===== config.mk =====
export PLATFORM = sky130hd
export DESIGN_NAME = f2i_conv_unit
export DESIGN_NICKNAME = d
export VERILOG_FILES = /design/src/rtl/f2i_pkg.sv /design/src/rtl/f2i_unpack.sv /design/src/rtl/f2i_round.sv /design/src/rtl/f2i_limit.sv /design/src/rtl/f2i_conv_unit.sv
export SDC_FILE = /design/constraint.sdc
export NUM_CORES = 1
export LEC_CHECK = 0
export ABC_AREA = 1
export BUFFER_PORTS_ARGS = -buffer_cell sky130_fd_sc_hd__buf_2
export CAP_MARGIN = 20
export CORE_ASPECT_RATIO = 1.75
export CORE_MARGIN = 4
export CORE_UTILIZATION = 35
export CTS_CLUSTER_DIAMETER = 30
export DETAILED_ROUTE_END_ITERATION = 8
export PLACE_DENSITY = 0.53
export SETUP_SLACK_MARGIN = 0.4
export SYNTH_ARGS = -nofsm -noshare
export SYNTH_HDL_FRONTEND = slang
export SYNTH_HIERARCHICAL = 1
export SYNTH_SLANG_ARGS = --single-unit

===== constraint.sdc =====
create_clock -name clk -period 9.35 [get_ports clk]
set_input_delay 0.935 -clock clk [delete_from_list [all_inputs] [get_ports clk]]
set_output_delay 0.935 -clock clk [all_outputs]
set_load 0.01 [all_outputs]

===== src/rtl/f2i_pkg.sv =====
package f2i_pkg;

   localparam int SP_EXP_W  = 8;
   localparam int SP_FRAC_W = 23;
   localparam int DP_EXP_W  = 11;
   localparam int DP_FRAC_W = 52;
   localparam int OPND_W    = DP_EXP_W + DP_FRAC_W + 1;
   localparam int SIG_W     = DP_FRAC_W + 1;
   localparam int EXP_W     = DP_EXP_W + 2;

   typedef enum logic [1:0] {
      RND_NEAREST = 2'b00,
      RND_ZERO    = 2'b01,
      RND_DOWN    = 2'b10,
      RND_UP      = 2'b11
   } rnd_mode_e;

   typedef struct packed {
      logic                    sign;
      logic                    is_nan;
      logic                    is_inf;
      logic                    is_zero;
      logic signed [EXP_W-1:0] exp;
      logic [SIG_W-1:0]        sig;
   } fp_unpacked_t;

endpackage


===== src/rtl/f2i_unpack.sv =====
module f2i_unpack
   import f2i_pkg::*;
#(
   parameter int FLD_EXP_W  = 8,
   parameter int FLD_FRAC_W = 23
) (
   input  logic [FLD_EXP_W+FLD_FRAC_W:0] fp_bits,
   output fp_unpacked_t                  unp
);
   localparam int BIAS = (1 << (FLD_EXP_W - 1)) - 1;
   localparam int PAD  = SIG_W - 1 - FLD_FRAC_W;

   if (PAD < 0) begin : g_bad_frac
      $error("f2i_unpack: fraction wider than common significand");
   end
   if (FLD_EXP_W + 2 > EXP_W) begin : g_bad_exp
      $error("f2i_unpack: exponent wider than common exponent");
   end

   logic [FLD_EXP_W-1:0]  exp_fld;
   logic [FLD_FRAC_W-1:0] frac_fld;
   logic                  exp_all_one;
   logic                  exp_all_zero;
   logic                  frac_nz;

   assign exp_fld      = fp_bits[FLD_FRAC_W +: FLD_EXP_W];
   assign frac_fld     = fp_bits[FLD_FRAC_W-1:0];
   assign exp_all_one  = &exp_fld;
   assign exp_all_zero = ~|exp_fld;
   assign frac_nz      = |frac_fld;

   always_comb begin
      unp.sign    = fp_bits[FLD_EXP_W+FLD_FRAC_W];
      unp.is_nan  = exp_all_one & frac_nz;
      unp.is_inf  = exp_all_one & ~frac_nz;
      unp.is_zero = exp_all_zero & ~frac_nz;
      unp.exp     = exp_all_zero ? EXP_W'(1 - BIAS)
                                 : EXP_W'(int'(exp_fld) - BIAS);
      unp.sig     = SIG_W'({~exp_all_zero, frac_fld}) << PAD;
   end
endmodule


===== src/rtl/f2i_round.sv =====
module f2i_round
   import f2i_pkg::*;
#(
   parameter int INT_W = 64
) (
   input  logic                    sign,
   input  logic signed [EXP_W-1:0] exp,
   input  logic [SIG_W-1:0]        sig,
   input  rnd_mode_e               mode,
   output logic [INT_W:0]          mag,
   output logic                    huge,
   output logic                    lost
);
   localparam int FX_W = 2 * INT_W;
   localparam int SH_W = $clog2(FX_W);
   localparam logic signed [EXP_W-1:0] SH_OFS   = EXP_W'(INT_W - (SIG_W - 1));
   localparam logic signed [EXP_W-1:0] HUGE_LIM = EXP_W'(INT_W - 1);

   logic signed [EXP_W-1:0] sh_s;
   logic                    tiny;
   logic [SH_W-1:0]         sh_amt;
   logic [FX_W-1:0]         fx;
   logic [INT_W-1:0]        int_part;
   logic                    guard;
   logic                    sticky;
   logic                    bump;

   always_comb begin
      sh_s     = exp + SH_OFS;
      huge     = exp > HUGE_LIM;
      tiny     = sh_s < 0;
      sh_amt   = (tiny || huge) ? '0 : sh_s[SH_W-1:0];
      fx       = FX_W'(sig) << sh_amt;
      int_part = tiny ? '0 : fx[FX_W-1:INT_W];
      guard    = tiny ? 1'b0 : fx[INT_W-1];
      sticky   = tiny ? |sig : |fx[INT_W-2:0];
      lost     = guard | sticky;
      unique case (mode)
         RND_NEAREST: bump = guard & (sticky | int_part[0]);
         RND_ZERO:    bump = 1'b0;
         RND_DOWN:    bump = lost & sign;
         RND_UP:      bump = lost & ~sign;
         default:     bump = 1'b0;
      endcase
      mag = {1'b0, int_part} + (INT_W+1)'(bump);
   end
endmodule


===== src/rtl/f2i_limit.sv =====
module f2i_limit #(
   parameter int NARROW_W = 32,
   parameter int INT_W    = 64
) (
   input  logic             sign,
   input  logic             is_nan,
   input  logic             is_inf,
   input  logic             is_zero,
   input  logic [INT_W:0]   mag,
   input  logic             huge,
   input  logic             lost,
   input  logic             dst_wide,
   input  logic             dst_signed,
   output logic [INT_W-1:0] result,
   output logic             invalid,
   output logic             inexact
);
   localparam int N_DST = 2;

   logic [INT_W-1:0] res_a [N_DST];
   logic             inv_a [N_DST];
   logic             inx_a [N_DST];

   for (genvar g = 0; g < N_DST; g++) begin : g_dst
      localparam int W = (g == 0) ? NARROW_W : INT_W;
      localparam logic [INT_W:0]   UMAX  = ((INT_W+1)'(1) << W) - (INT_W+1)'(1);
      localparam logic [INT_W:0]   SPOS  = ((INT_W+1)'(1) << (W-1)) - (INT_W+1)'(1);
      localparam logic [INT_W:0]   SNEG  = (INT_W+1)'(1) << (W-1);
      localparam logic [INT_W-1:0] WMASK = UMAX[INT_W-1:0];
      localparam logic [INT_W-1:0] MINV  = SNEG[INT_W-1:0];

      logic [INT_W:0]   lim;
      logic             ovf;
      logic [INT_W-1:0] maxv;
      logic [INT_W-1:0] negv;
      logic [INT_W-1:0] r;
      logic             inv;
      logic             inx;

      always_comb begin
         lim  = dst_signed ? (sign ? SNEG : SPOS) : UMAX;
         ovf  = huge | (mag > lim);
         maxv = dst_signed ? SPOS[INT_W-1:0] : WMASK;
         negv = (INT_W'(0) - mag[INT_W-1:0]) & WMASK;
         r    = '0;
         inv  = 1'b0;
         inx  = 1'b0;
         if (is_nan) begin
            r   = WMASK;
            inv = 1'b1;
         end else if (!dst_signed && sign && !is_zero) begin
            inv = 1'b1;
         end else if (is_zero) begin
            r = '0;
         end else if (is_inf || ovf) begin
            r   = sign ? MINV : maxv;
            inv = 1'b1;
         end else begin
            r   = sign ? negv : (mag[INT_W-1:0] & WMASK);
            inx = lost;
         end
      end

      assign res_a[g] = r;
      assign inv_a[g] = inv;
      assign inx_a[g] = inx;
   end

   assign result  = dst_wide ? res_a[1] : res_a[0];
   assign invalid = dst_wide ? inv_a[1] : inv_a[0];
   assign inexact = dst_wide ? inx_a[1] : inx_a[0];
endmodule


===== src/rtl/f2i_conv_unit.sv =====
module f2i_conv_unit
   import f2i_pkg::*;
#(
   parameter int NARROW_W = 32,
   parameter int WIDE_W   = 64
) (
   input  logic              clk,
   input  logic              rst,
   input  logic              in_valid,
   input  logic              in_dbl,
   input  logic [OPND_W-1:0] in_operand,
   input  logic              in_wide,
   input  logic              in_signed,
   input  logic              in_chop,
   input  logic [1:0]        in_rmode,
   output logic              out_valid,
   output logic [WIDE_W-1:0] out_result,
   output logic              out_invalid,
   output logic              out_inexact
);
   localparam int SP_W = SP_EXP_W + SP_FRAC_W + 1;

   if (NARROW_W < 2 || NARROW_W >= WIDE_W) begin : g_bad_narrow
      $error("f2i_conv_unit: NARROW_W must lie in [2, WIDE_W)");
   end
   if (WIDE_W < SIG_W) begin : g_bad_wide
      $error("f2i_conv_unit: WIDE_W must cover the binary64 significand");
   end

   fp_unpacked_t      u_sp;
   fp_unpacked_t      u_dp;
   fp_unpacked_t      u_sel;
   rnd_mode_e         mode_eff;
   logic [WIDE_W:0]   mag;
   logic              huge;
   logic              lost;
   logic [WIDE_W-1:0] res_c;
   logic              inv_c;
   logic              inx_c;

   f2i_unpack #(.FLD_EXP_W(SP_EXP_W), .FLD_FRAC_W(SP_FRAC_W)) u_unp_sp (
      .fp_bits (in_operand[SP_W-1:0]),
      .unp     (u_sp)
   );

   f2i_unpack #(.FLD_EXP_W(DP_EXP_W), .FLD_FRAC_W(DP_FRAC_W)) u_unp_dp (
      .fp_bits (in_operand),
      .unp     (u_dp)
   );

   assign u_sel    = in_dbl ? u_dp : u_sp;
   assign mode_eff = in_chop ? RND_ZERO : rnd_mode_e'(in_rmode);

   f2i_round #(.INT_W(WIDE_W)) u_round (
      .sign (u_sel.sign),
      .exp  (u_sel.exp),
      .sig  (u_sel.sig),
      .mode (mode_eff),
      .mag  (mag),
      .huge (huge),
      .lost (lost)
   );

   f2i_limit #(.NARROW_W(NARROW_W), .INT_W(WIDE_W)) u_limit (
      .sign       (u_sel.sign),
      .is_nan     (u_sel.is_nan),
      .is_inf     (u_sel.is_inf),
      .is_zero    (u_sel.is_zero),
      .mag        (mag),
      .huge       (huge),
      .lost       (lost),
      .dst_wide   (in_wide),
      .dst_signed (in_signed),
      .result     (res_c),
      .invalid    (inv_c),
      .inexact    (inx_c)
   );

   always_ff @(posedge clk) begin
      if (rst) begin
         out_valid   <= 1'b0;
         out_invalid <= 1'b0;
         out_inexact <= 1'b0;
         out_result  <= '0;
      end else begin
         out_valid   <= in_valid;
         out_invalid <= in_valid & inv_c;
         out_inexact <= in_valid & inx_c;
         if (in_valid) begin
            out_result <= res_c;
         end
      end
   end
endmodule


==> impl_metrics.csv <==
group,metric,value,unit
floorplanning,core,58400,um2
clock_network,clkSinkCount,67,
synthesis,netlist_area,20700,um2
clock_network,path_clk_slew,0.05,ns
global_routing,grt_pass1_vias,25084,
synthesis,netlist_top_cells_count,"nand2_1, nand3_1, nor2_1",
run,max_cap_violations,0,
global_routing,grt_usage,33.0,%
floorplanning,die_width,192,um
floorplanning,fp-row-count,117,
floorplanning,io_pins,140,
place,port_buffers,139,
route,final_antenna_net_count,0,
floorplanning,die_h,330,um
synthesis,yosysMostFrequentCell,"nand2_1",
timing,finalClockSkew,0,ns
critical_path,crit_fanout,19,
clock_network,cts_buffers,9,
power,total_leakage_power,12.3,nW
synthesis,synth-simple-area-share,61.3,%
synthesis,synth_compound_area_share,6.99,%
timing,min_period_over_period,92.9,%
place,hpwl,87200,um
critical_path,required,9.58,ns
place,place.gp.congestion,1.11,
timing,drv_slew,0,
clock_network,insertion_delay,0.34,ns
clock_network,cts_tree,"yes",
synthesis,avgSynthCellArea,5.03,um2
critical_path,cp.arrival,8.92,ns
synthesis,synth_mux_area_share,0,%
route,dr.pass1.iters,9,
min_path,hold_path_class,"flip-flop to flip-flop",
critical_path,start_kind,"input port",
timing,fmax,115,MHz
finish,drive_above_1_share,16.4,%
global_routing,grt.overflow.total,0,
finish,area_growth,16.0,%
route,routedWlPerCell,22.3,um
synthesis,synth_cell_type_count,56,
synthesis,synth_top_family_by_area,"simple AND/OR/NAND/NOR gates",
timing,tightest_slew,1.22,ns
floorplanning,die-area,63300,um2
synthesis,synthTopCellsByArea,"nand2_1, nand3_1, nor2_1",
synthesis,yosys_register_bits,67,
timing,finalSetupViolCount,0,
outcome,status,"finished, final reports clean",
clock_network,cts-root-buf,"clkbuf_16",
power,vdd_drop_max,0.131,mV
critical_path,path_class,"input port to flip-flop",
critical_path,cpLargestDelayFamily,"simple AND/OR/NAND/NOR gates",
critical_path,max_stage_delay,0.35,ns
route,vias_per_cell,5.45,
critical_path,endpoint_kind,"flip-flop",
place,place_ws,-0.422,ns
synthesis,synth_xor_area_share,5.49,%
finish,num-nets-final,4340,
global_routing,antenna_found_initial,4,
synthesis,yosys.area_share.adder,0.785,%
global_routing,grt_pass1_wl,156000,um
critical_path,cpMostUsedCell,"nand2_1",
synthesis,seq_area_frac_synth,6.47,%
synthesis,synthCells,4120,
timing,fin_tns_setup,0,ns
clock_network,clock_path_buffers,2,
timing,final.min_clock_period,8.69,ns
global_routing,grt_max_degree,114,
timing,rsz0062_at_grt,"true",
synthesis,synth_flop_cell,"dfxtp_1",
timing,setup_ws,0.663,ns
synthesis,synthArstFlopShare,0,%
route,drt_iter0_drc,2193,
critical_path,crit_buf_inv,12,
route,via_count,27442,
critical_path,regToRegSetupSlack,8.76,ns
synthesis,yosysTopAreaCellShare,22.4,%
power,powerDensity,123,nW/um2
synthesis,yosys_warnings,6,
synthesis,synth_edf_count,0,
clock_network,htree_num_levels,3,
timing,hold_slack,0.466,ns
clock_network,cts_hold_buf,0,
synthesis,synth_area_leader_cell,"nand2_1",
timing,relSlewSlack,18.2,%
critical_path,crit_slowest_cell,"nand3_1",
floorplanning,initial_utilization,35.5,%
timing,hold_violations,0,
route,drcViolationCount,0,
route,wirelength,112000,um
path summary, 6_finish.rpt:
path,cells after the start,from,end
worst min register to register,2,out_result[27]$_SDFFE_PP0P_,out_result[27]$_SDFFE_PP0P_
worst min-delay path,2,out_result[27]$_SDFFE_PP0P_,out_result[27]$_SDFFE_PP0P_
worst max-delay path,59,in_operand[23],out_result[24]$_SDFFE_PP0P_
worst max register to register,2,out_result[59]$_SDFFE_PP0P_,out_result[59]$_SDFFE_PP0P_
timing repair:
item                                    in CTS  in global routing
pin swaps                                    0                 21
endpoints found under the hold margin        0                  0
buffers inserted                             0                 11
gates resized for setup                     16                139
endpoints found under the setup margin      66                 66
gates cloned                                 1                 13
final cells by class:
cell class              instances  area [um2]
repair buffers                445        3500
flip-flops and latches         67        1340
fillers                      6875       34400
well taps                     773         967
clock buffers                  12         267
multi-input cells            3277       16200
clock inverters                 3        46.3
diodes                          1        2.50
inverters                     454        1710
placed cells by master, fill, tap and decap left out, types with 6 or more instances in the layout:
master	Yosys	layout
a21oi_1	99	97
xnor2_1	17	15
buf_4	149	269
buf_2	64	137
a31oi_1	12	12
buf_6	32	7
nand3_1	698	662
inv_2	19	20
nor2_2	19	41
nor2_1	544	512
nand3b_1	8	8
inv_1	434	431
nand2_4	5	6
nand3_4	2	6
nand2_1	1239	1214
dfxtp_1	67	67
buf_12	1	19
nand2_2	11	32
nand3_2	21	53
ha_1	13	12
nand4_2	6	6
nor4_1	7	6
conb_1	2	30
nor2_4	12	22
nor3_4	5	6
nor3_1	33	32
o21ai_0	136	128
xor2_2	0	7
xor2_1	113	105
o21ai_1	10	12
nand4_1	196	196
clkbuf_16	0	19
or2_2	7	7
worst reg2reg max path, delay by kind of cell, from the launching register on:
family	cells	cell delay (ns)
flops	1	0.34
simple gates	2	0.19
cells by family (layout without fill, tap and decap cells):
group,after synthesis,in the layout
flip-flops,67,67
other,2,31
buffers and inverters,804,914
AO/OA/AOI/OAI,275,275
AND/OR/NAND/NOR,2829,2829
adder cells (fa/ha/maj),13,13
XOR/XNOR,130,130
power breakdown:
group	switching, mW	internal (mW)	total [mW]
Sequential	0.0102	0.309	0.319
Combinational	1.55	0.733	2.28
Clock	0.129	0.227	0.356
stage by stage:
stage / utilization, % / power, mW / cell area, um2 / std cells
final: 41.1 / 2.95 / 24000 / 5032
after global routing: 41.1 / 3.14 / 24000 / 5031
after CTS: 39.5 / 2.79 / 23100 / 5006
after detailed placement: 38.8 / 2.42 / 22700 / 4990
after global placement: 38.8 / 2.42 / 22600 / 4988
after floorplan: - / 1.63 / 20800 / 4148
flip-flops by register name, summed over array words and instances, names as in the netlist:
| name | count |
|---|---|
| out_result | 64 |
| out_invalid | 1 |
| out_inexact | 1 |
| out_valid | 1 |
layer usage:
metal	up-vias	wire, um	part of all wire (%)	global-route usage [%]
li1	13369	-	-	-
met1	12161	34200	30	29.6
met2	1307	54400	48	59.0
met3	601	7150	6.4	5.64
met4	4	16500	15	35.7
met5	-	28	0.025	0
(Power assumes the default switching activity.)
